==> src/rtl/dac_dbuf_pkg.sv <==
package dac_dbuf_pkg;

  typedef struct packed {
    logic cs_n;
    logic wr_n;
    logic ld_n;
  } bus_ctl_t;

  function automatic logic [31:0] mid_scale(input int unsigned width);
    return 32'd1 << (width - 1);
  endfunction

endpackage

==> src/rtl/dac_stage_reg.sv <==
module dac_stage_reg
  import dac_dbuf_pkg::*;
#(
  parameter int unsigned DATA_W = 12
) (
  input  logic              clk,
  input  logic              rst,
  input  bus_ctl_t          ctl,
  input  logic [DATA_W-1:0] din,
  output logic [DATA_W-1:0] q,
  output logic [DATA_W-1:0] q_next
);

  localparam logic [DATA_W-1:0] RESET_CODE = DATA_W'(mid_scale(DATA_W));

  logic wr_en;

  assign wr_en  = ~ctl.cs_n & ~ctl.wr_n;
  assign q_next = wr_en ? din : q;

  always_ff @(posedge clk) begin
    if (rst) q <= RESET_CODE;
    else     q <= q_next;
  end


  stage_write_chk: assert property (@(posedge clk) disable iff (rst)
    (!ctl.cs_n && !ctl.wr_n) |=> (q == $past(din)));


  stage_hold_chk: assert property (@(posedge clk) disable iff (rst)
    (ctl.cs_n || ctl.wr_n) |=> $stable(q));

endmodule

==> config.mk <==
export PLATFORM = sky130hd
export DESIGN_NAME = dac_stage_reg
export DESIGN_NICKNAME = d
export VERILOG_FILES = /design/src/rtl/dac_dbuf_pkg.sv /design/src/rtl/dac_stage_reg.sv
export SDC_FILE = /design/constraint.sdc
export NUM_CORES = 1
export LEC_CHECK = 0
export ABC_AREA = 1
export CORE_ASPECT_RATIO = 0.7
export CORE_MARGIN = 2
export CORE_UTILIZATION = 26
export CTS_CLUSTER_DIAMETER = 40
export CTS_CLUSTER_SIZE = 25
export DETAILED_ROUTE_END_ITERATION = 10
export DONT_BUFFER_PORTS = 1
export HOLD_SLACK_MARGIN = 0.06
export PLACE_DENSITY = 0.37
export SLEW_MARGIN = 20
export SYNTH_ARGS = -nofsm -noshare
export SYNTH_HDL_FRONTEND = slang
export SYNTH_SLANG_ARGS = --single-unit
export TNS_END_PERCENT = 20
==> constraint.sdc <==
create_clock -name clk -period 1.1 [get_ports clk]
set_clock_uncertainty 0.05 [all_clocks]
set_input_delay 0.165 -clock clk [delete_from_list [all_inputs] [get_ports clk]]
set_output_delay 0.165 -clock clk [all_outputs]
set_load 0.02 [all_outputs]
==> results of run 1 <==
[layout by cell type, fill, tap and decap left out]
cell and count:
o21ai_2 4, buf_4 23, inv_4 2, inv_1 18
dfxtp_2 11, nor2_1 10, o21ai_1 8, nand3b_1 1
inv_2 13, nor2_2 2, nand2_2 4, dlygate4sd3_1 2
clkbuf_4 3, nand2_1 20, dfxtp_1 1, buf_6 2
[power by group through the flow]
stage	Clock, µW	Sequential (µW)	Combinational (µW)
global route	308	488	381
finish	263	485	349
detailed placement	0	488	254
floorplan	0	524	169
CTS	284	482	330
global placement	0	488	253
[stage by stage]
| stage | hold WS [ns] | setup TNS (ns) |
|---|---|---|
| 2_1_floorplan | 0.182 | 0 |
| 3_3_place_gp | 0.183 | 0 |
| 3_5_place_dp | 0.185 | 0 |
| 4_1_cts | -0.00838 | -0.171 |
| 5_1_grt | -0.00825 | -0.727 |
| 6_report | -0.0116 | -0.0298 |
[metal layers]
layer	vias up	global-route usage	share of wire
met2	22	0.189	0.47
li1	327	-	-
met4	0	0.0511	0.021
met3	4	0.0585	0.057
met1	264	0.137	0.45
met5	-	0	0
[layout make-up]
type | count | area [µm²]
clock buffers | 3 | 22.5
fillers | 236 | 1300
inverters | 33 | 129
multi-input cells | 49 | 233
flip-flops and latches | 12 | 254
well taps | 32 | 40.0
repair buffers | 27 | 215
[kinds of logic (layout without fill, tap and decap cells)]
kind of cell / after synthesis / after routing / synth area share
AND/OR/NAND/NOR: 37 / 37 / 0.247
buffers and inverters: 37 / 63 / 0.259
AO/OA/AOI/OAI: 12 / 12 / 0.0988
flip-flops: 12 / 12 / 0.395
[timing repair]
action / in CTS / in global routing
setup buffers: 10 / 1
pin swaps: 10 / 8
endpoints found under the hold margin: 12 / 6
resized for setup: 29 / 15
setup endpoints to repair: 11 / 14
[cell usage after synthesis]
master,instances
inv_1,33
nand2_1,23
dfxtp_1,12
nor2_1,10
o21ai_0,7
o21ai_1,5
buf_6,2
nor2_2,2
buf_4,1
clkbuf_1,1
nand2_2,1
nand3b_1,1
[final timing paths]
kind / from / endpoint / slack (ns) / cells after the start
worst max-delay path: q[8] / q_next[8] / -0.01 / 4
worst min-delay path: ctl[2] / q[11] / -0.01 / 2
worst max register to register: q[0] / q[0] / 0.06 / 7
worst min register to register: q[11] / q[11] / 0.44 / 2
==> key figures, run 1 <==
Route
  • DRC viols: 0
  • Vias/cell: around 4.0
  • TritonRoute pass-1 iters: 2
  • DR WL/cell: between 9 and 10 µm
  • Vias: 617
  • Remaining antenna violation count after routing: 0
  • Drt total wl: 1540 µm
  • 1st-iter DRT viols: 1

Critical path
  • Worst EP arrival: ~0.9 ns
  • Critical path class: reg -> out
  • Worst Setup Start Kind: flip-flop
  • Delay-heaviest family, CP: flip-flops
  • Worst path max stage delay: about 0.33 ns
  • Buf/Inv on CP: 2
  • Crit path capture type: primary output
  • Max FO, Critical Path: 2
  • Critical-path top delay cell: dfxtp_2
  • WP data required: slightly below 0.9 ns
  • Cell chain of the critical path: inv_1 > o21ai_1 > nand2_1 > inv_2

Cells and area
  • Share of cells above drive strength 1: 0.516
  • Biggest register: q
  • Max reg flops: 12
  • N_diodes: 0
  • Post-Route Utilization: 0.408
  • Non-filler cells, final: between 150 and 200
  • Final instance area: between 800 and 900 µm²
  • Biggest registers after layout: q: 12 flops
  • Syn-to-layout area delta: 46.9%
  • Fin nets: between 100 and 150

Power
  • Total leakage power: around 0.0005 µW
  • Worst VDD drop: between 300 and 400 µV
  • Pwr Density: 1230 nW/µm²
  • Final Total Pwr: between 1000 and 1500 µW
  • Clock group share of total power: 0.240
  • Sw Share: 0.327
  • Internal power: approximately 740 µW
  • Flop pwr share: 0.442
  • Logic gate share of total power: 0.318
  • NetSw: about 360 µW

Place
  • Total placed cells including tap cells: 140
  • Routability cong.: roughly 0.61
  • DP Area: a little over 700 µm²
  • DP HPWL: between 900 and 1000 µm
  • Port Buf Inserts: 0
  • Post-place setup slack: roughly 0.19 ns

Floorplanning
  • Core Footprint: ~2200 µm²
  • Die Height: about 44 µm
  • Die W: slightly above 60 µm
  • Initial Util: 0.278
  • Boundary Pins: 41
  • Die area: around 2700 µm²
  • FP Rows: 14

STA
  • Slew Limit Fails: 0
  • Tmin final: about 1.1 ns
  • Worst hold slack: -0.0116 ns
  • Final hold viol count: 1
  • Fin crit share: 1.01
  • Endpoints failing setup: 4
  • Setup WS post-layout: -0.0149 ns
  • Fmax: around 900 MHz
  • Worst-Margin Slew: between 0.4 and 0.5 ns
  • Slew headroom: 0.673
  • RSZ-0062 raised after global routing: true

Global route
  • Vias in the first global route: 560
  • Total global-route track usage: 0.120
  • Total grt overflow: 0
  • Antenna violations before repair: 0
  • First-pass GRT wire length: about 2300 µm
  • Pin count of the biggest net entering global routing: 14

Synth
  • Synth Cell Area: between 600 and 700 µm²
  • Avg Inst Size Synth: 6.20 µm²
  • Top-area cell type share of the netlist area: 0.395
  • Distinct cell type count after synthesis: 12
  • Yosys Warn Count: 0
  • Synth Register Bits: 12
  • Count of mapped cells out of synthesis: 98
  • Sequential fraction of the synthesis area: 0.395
  • Synth area leader: dfxtp_1
  • Synth Net Count: roughly 120
  • Dominant cells by area after synthesis: dfxtp_1, inv_1, nand2_1

CTS
  • CTS H-tree lvls: 1
  • Root Buffer: clkbuf_4
  • Skew-Pair Late Insertion Delay: about 0.27 ns
  • Worst-path clk slew: roughly 0.070 ns
  • Clock sink count: 12
  • CTS tree: built
  • Clock tree buffer depth: 2
  • Hold buffer count at cts: 2
  • Num CTS Buffers: 3

Job
  • Max cap viols: 0

Outcome
  • Violated checks: negative hold slack, negative setup slack
  • Status: finished with violations

Hold path
  • Min-delay worst type: in -> reg
Power figures use the tool's default switching activity.
==> run 2, diff against run 1 <==
--- a/config.mk
+++ b/config.mk
@@ -15,6 +15,7 @@
 export DONT_BUFFER_PORTS = 1
 export HOLD_SLACK_MARGIN = 0.06
 export PLACE_DENSITY = 0.37
+export RECOVER_POWER = 100
 export SLEW_MARGIN = 20
 export SYNTH_ARGS = -nofsm -noshare
 export SYNTH_HDL_FRONTEND = slang
==> run 2 against run 1 <==
Cell count is the same. Largest power group unchanged. The flow still finishes with violations (negative hold slack, negative setup slack). Routed wire length decreased by 0.13%. Total power shrank 0.34%. Via count stayed put. Global-route usage is the same. First-iteration DRC count unchanged. Worst setup slack about the same. Sequential power hardly changed. Register-to-register slack hardly changed. Core utilization down 0.34 points. Critical path depth is the same.
==> key figures, run 2 (synthesis results as in run 1) <==
Outcome
  • Status: finished with violations
  • Violated checks: negative hold slack, negative setup slack

Critical path
  • R2r startpoint: q[0]
  • Worst EP arrival: roughly 0.90 ns
  • FF-to-FF path depth: 7
  • Buf/Inv on CP: 2
  • Cell chain of the critical path: inv_1 > o21ai_1 > nand2_1 > inv_2
  • WP data required: 0.88 ns
  • Crit Reg-Reg Endpoint: q[0]
  • Worst reg-to-reg setup slack: ~0.06 ns
  • Critical Path Start: q[8]
  • Max FO, Critical Path: 2
  • Critical-path top delay cell: dfxtp_2
  • Worst Setup Start Kind: flip-flop
  • Delay-heaviest family, CP: flip-flops
  • Critical path class: reg -> out
  • Worst path max stage delay: between 0.3 and 0.4 ns
  • Crit path capture type: primary output

Place
  • Port Buf Inserts: 0
  • Routability cong.: 0.608
  • DP HPWL: 991 µm
  • Total placed cells including tap cells: 140

Hold path
  • Hold path cells: 2
  • Min-delay worst type: in -> reg
  • Hold_sp: ctl[2]
  • Hold Path End: q[11]

STA
  • Slew Limit Fails: 0
  • RSZ-0062 raised after global routing: true
  • Post-Route Setup TNS: -0.0414 ns
  • Final hold viol count: 1
  • Setup WS post-layout: -0.0149 ns
  • Fin crit share: 1.01
  • Fmax: 897 MHz
  • Slew headroom: 0.673
  • Endpoints failing setup: 6
  • Worst hold slack: -0.0115 ns
  • Worst-Margin Slew: 0.489 ns
  • Tmin final: between 1 and 1.5 ns

Cells and area
  • Sequential cell area: approximately 250 µm²
  • Fin nets: approximately 140
  • Biggest registers after layout: q: 12 flops
  • Max reg flops: 12
  • Syn-to-layout area delta: 45.7%
  • Biggest register: q
  • Non-filler cells, final: roughly 160
  • Share of cells above drive strength 1: 0.484
  • N_diodes: 0
  • Commonest non-fill, non-tap cells in the layout: buf_4, nand2_1, inv_1
  • Filler Cells Inserted: about 240
  • Post-Route Utilization: 0.405
  • Area of the multi-input gates: roughly 230 µm²
  • Commonest non-fill, non-tap cell in the layout: buf_4

CTS
  • CTS tree: built
  • Num CTS Buffers: 3
  • Skew-Pair Late Insertion Delay: roughly 0.27 ns
  • Clock sink count: 12
  • Worst-path clk slew: 0.07 ns
  • Root Buffer: clkbuf_4
  • Clock tree buffer depth: 2
  • Hold buffer count at cts: 2
  • CTS H-tree lvls: 1

Power
  • Total leakage power: between 0.0004 and 0.0005 µW
  • Pwr Density: roughly 1200 nW/µm²
  • Worst VDD drop: 393 µV

Floorplanning
  • Boundary Pins: 41
  • Die Height: 44.5 µm
  • FP Rows: 14
  • Core Footprint: 2190 µm²
  • Initial Util: 0.278
  • Die area: 2750 µm²
  • Die W: roughly 60 µm

Global route
  • Total global-route track usage: 0.120
  • Total grt overflow: 0
  • Vias in the first global route: 560
  • Antenna violations before repair: 0
  • First-pass GRT wire length: 2310 µm
  • Pin count of the biggest net entering global routing: 14

Route
  • Vias/cell: between 3 and 4
  • Vias: between 600 and 700
  • DRC viols: 0
  • TritonRoute pass-1 iters: 2
  • 1st-iter DRT viols: 1
  • DR WL/cell: roughly 9.8 µm
  • Drt total wl: around 1500 µm
  • Remaining antenna violation count after routing: 0

Job
  • Max cap viols: 0
## run 2: changes by cell type in the layout (fill, tap and decap cells not counted)
cell	previous run	this run
clkbuf_4	3	4
dfxtp_2	11	7
dfxtp_1	1	5
clkbuf_2	0	1
buf_4	23	21
## run 2: power by group
part,switching [µW],total [µW],leakage [µW],internal [µW]
Clock,137,263,0.0000138,127
Combinational,206,347,0.000369,141
Sequential,15.3,483,0.000102,467
## run 2: stage by stage
step / worst slack (ns) / hold WS (ns) / instance area, µm² / power [µW]
after floorplan: 0.115 / 0.182 / 608 / 694
after global placement: 0.191 / 0.183 / 719 / 741
after detailed placement: 0.194 / 0.185 / 719 / 742
after CTS: -0.0249 / -0.00838 / 852 / 1100
after global routing: -0.0847 / -0.00814 / 886 / 1170
final: -0.0149 / -0.0115 / 886 / 1090
## run 2: worst max-delay path by stage
stage / end / slack, ns / cells past startpoint
after detailed placement: q_next[7] / 0.19 / 5
after global placement: q_next[7] / 0.19 / 5
after CTS: q_next[2] / -0.02 / 4
final: q_next[8] / -0.01 / 4
after global routing: q_next[0] / -0.08 / 4
after floorplan: q_next[7] / 0.12 / 4
## run 2: cell type report
class / instances / area share
clock buffer: 3 / 0.0254
inverter: 33 / 0.145
multi-input combinational: 49 / 0.263
sequential: 12 / 0.281
tap: 32 / 0.0452
timing repair buffer: 27 / 0.240
## run 2: metal layers
metal / share of wire / global-route usage / wire [µm]
met1: 0.45 / 0.137 / 688
met2: 0.47 / 0.189 / 726
met3: 0.057 / 0.0585 / 87
met4: 0.021 / 0.0511 / 32
met5: 0 / 0 / 0
## run 2: what timing repair did
item | CTS | global route
gates resized for setup | 29 | 15
setup endpoints to repair | 11 | 14
setup buffers | 10 | 1
hold endpoints to repair | 12 | 6
gates cloned | 0 | 0
pin swaps | 10 | 8
==> run 3, diff against run 2 <==
--- a/config.mk
+++ b/config.mk
@@ -5,7 +5,6 @@
 export SDC_FILE = /design/constraint.sdc
 export NUM_CORES = 1
 export LEC_CHECK = 0
-export ABC_AREA = 1
 export CORE_ASPECT_RATIO = 0.7
 export CORE_MARGIN = 2
 export CORE_UTILIZATION = 26
==> run 3 against run 2 <==
The flow finishes with violations (design-rule violations, negative setup slack). Area after synthesis decreased by 10%. Sequential share of layout area increased by 2.2 points. Non-clock buffer count decreased by 2. Count of clock-buffer cells in the layout unchanged. Total power decreased by 15%. Core utilization increased by 1.1 points. First-iteration DRC count increased to 5.0 times the previous value. Critical path depth decreased by 2. Cell area decreased by 10%. Register-to-register slack improved by 0.07 ns. Critical path type unchanged. Critical endpoint is now q_next[11]. Largest cell class is now multi-input combinational cells.
==> key figures, run 3 <==
CTS
  • Hold buffer count at cts: 12
  • CTS tree: built
  • Clock sink count: 12
  • Num CTS Buffers: 3
  • Worst-path clk slew: around 0.070 ns
  • Root Buffer: clkbuf_4
  • CTS H-tree lvls: 1
  • Skew-Pair Late Insertion Delay: 0.26 ns
  • Clock tree buffer depth: 2

Place
  • Post-place setup slack: ~0.13 ns
  • Port Buf Inserts: 0
  • DP HPWL: 886 µm
  • Routability cong.: slightly above 0.6

Cells and area
  • Biggest registers after layout: q: 12 flops
  • Syn-to-layout area delta: 46.1%
  • Commonest non-fill, non-tap cell in the layout: dfxtp_1
  • Fin nets: approximately 110
  • Biggest register: q
  • Share of cells above drive strength 1: 0.318
  • Filler Cells Inserted: around 220
  • N_diodes: 0
  • Max reg flops: 12
  • Commonest non-fill, non-tap cells in the layout: dfxtp_1, a21oi_1, or3b_1, nand2_2, o21ai_1
  • Post-Route Utilization: 0.415

STA
  • Worst hold slack: just under 0.05 ns
  • Slew Limit Fails: 0
  • Endpoints failing setup: 6
  • Slew headroom: 0.634
  • Tmin final: 1.13 ns
  • Fmax: ~900 MHz
  • Fin crit share: 1.03
  • Setup WS post-layout: -0.0280 ns
  • Final hold viol count: 0
  • RSZ-0062 raised after global routing: true
  • Worst-Margin Slew: roughly 0.55 ns
  • Post-Route Setup TNS: -0.0502 ns

Route
  • DRC viols: 3
  • TritonRoute pass-1 iters: 6
  • Drt total wl: between 1000 and 1500 µm
  • Vias: 566
  • Remaining antenna violation count after routing: 0
  • DR WL/cell: around 13 µm
  • 1st-iter DRT viols: 5
  • Vias/cell: 5.15

Job
  • Max cap viols: 0

Floorplanning
  • Core Footprint: roughly 1900 µm²
  • Die area: roughly 2500 µm²
  • Initial Util: 0.284
  • FP Rows: 13
  • Die W: approximately 59 µm
  • Die Height: approximately 42 µm
  • Boundary Pins: a little over 40

Global route
  • Antenna violations before repair: 0
  • Total grt overflow: 0
  • Pin count of the biggest net entering global routing: 25
  • Total global-route track usage: 0.117
  • Vias in the first global route: just over 500
  • First-pass GRT wire length: approximately 2200 µm

Power
  • Total leakage power: between 0.0003 and 0.0004 µW
  • Logic gate share of total power: 0.219
  • Internal power: 664 µW
  • Sw Share: 0.287
  • Worst VDD drop: between 500 and 600 µV
  • Clock group share of total power: 0.281
  • Pwr Density: ~1200 nW/µm²
  • NetSw: approximately 270 µW
  • Flop pwr share: 0.499
  • Final Total Pwr: ~930 µW

Synth
  • FFs w/ async S/R, synth: 0
  • Count of mapped cells out of synthesis: 65
  • Synth Net Count: 82
  • Synth top cells by count: dfxtp_1, a21oi_1, nand2_1, or3b_1, o21ai_1
  • Avg Inst Size Synth: about 8.4 µm²
  • Top_reg_cell synth: dfxtp_1
  • Post-synth EDFFs: 0
  • Distinct cell type count after synthesis: 13
  • Sequential fraction of the synthesis area: 0.440
  • Post-Synth XOR/XNOR Area: 0
  • Post-synthesis mux area share: 0
  • Synth Register Bits: 12
  • Simple-gate share of the synthesized area: 0.259
  • Compound-cell area share of the yosys netlist: 0.245
  • Synth Area in Adders: 0
  • Dominant cells by area after synthesis: dfxtp_1, or3b_1, a21oi_1
  • Largest family of logic cells by synthesized area: simple AND/OR/NAND/NOR gates
  • Cell with the most instances after synthesis: dfxtp_1
  • Synth area leader: dfxtp_1
  • Synth Cell Area: roughly 550 µm²
  • Yosys Warn Count: 0
  • Top-area cell type share of the netlist area: 0.440

Critical path
  • Critical-path top delay cell: dfxtp_2
  • Worst EP arrival: roughly 0.91 ns
  • Worst path max stage delay: roughly 0.32 ns
  • Critical path class: reg -> out
  • Max FO, Critical Path: 2
  • Worst Setup Start Kind: flip-flop
  • Buf/Inv on CP: 0
  • Delay-heaviest family, CP: flip-flops
  • Crit path capture type: primary output
  • Cell chain of the critical path: o21a_1 > a21o_1
  • WP data required: between 0.8 and 0.9 ns

Outcome
  • Violated checks: design-rule violations, negative setup slack
  • Status: finished with violations

Hold path
  • Min-delay worst type: in -> reg
## run 3: changes by cell type after synthesis, sizes merged
cell / delta
or3b: +11
buf: +1
o21a: +1
inv: -33
nor2: -11
a21oi: +11
nand2: -13
a211o: +1
a21o: +1
o21ai: -1
nand3b: -1
## run 3: metrics by stage
stage,instance area [µm²],cells
2_1_floorplan,546,65
3_3_place_gp,633,94
3_5_place_dp,633,94
4_1_cts,787,110
5_1_grt,797,110
6_report,797,110
## run 3: worst paths after layout
path	from	end	slack, ns	depth (start not counted)
worst max-delay path	q[11]	q_next[11]	-0.03	2
worst min-delay path	ctl[2]	q[2]	0.05	2
worst max register to register	q[11]	q[11]	0.13	3
worst min register to register	q[2]	q[2]	0.44	2
## run 3: cell families (layout without fill, tap and decap cells)
family / count (synthesis) / count (layout)
AO/OA/AOI/OAI: 25 / 25
flip-flops: 12 / 12
AND/OR/NAND/NOR: 23 / 23
buffers and inverters: 5 / 28
## run 3: worst register-to-register path: cells and delay by family (launching register included)
| family | cells | cell delay, ns |
|---|---|---|
| AOI/OAI and AO/OA | 2 | 0.36 |
| buffers and inverters | 1 | 0.13 |
| DFF | 1 | 0.32 |
## run 3: timing repair
action | in CTS | in global routing
hold endpoints to repair | 12 | 1
gates resized for setup | 3 | 19
setup buffers | 1 | 0
pin swaps | 1 | 6
setup endpoints to repair | 3 | 19
## run 3: layer usage
| layer | wire length [µm] | GRT usage | up-vias |
|---|---|---|---|
| li1 | - | - | 281 |
| met1 | 722 | 0.144 | 262 |
| met2 | 634 | 0.187 | 23 |
| met3 | 106 | 0.0617 | 0 |
| met4 | 0 | 0.0136 | 0 |
| met5 | 0 | 0 | - |
## run 3: area by class of cell
cell class / count / area, µm² / area share
clock buffer: 3 / 22.5 / 0.0283
multi-input combinational: 48 / 314 / 0.394
sequential: 12 / 241 / 0.303
tap: 22 / 27.5 / 0.0345
timing repair buffer: 25 / 191 / 0.240
## run 3: power groups by stage
| stage | combinational, µW | clock, µW | sequential, µW |
|---|---|---|---|
| after floorplan | 122 | 0 | 500 |
| after global placement | 163 | 0 | 474 |
| after detailed placement | 163 | 0 | 474 |
| after CTS | 201 | 283 | 465 |
| after global routing | 219 | 300 | 468 |
| final | 204 | 262 | 465 |
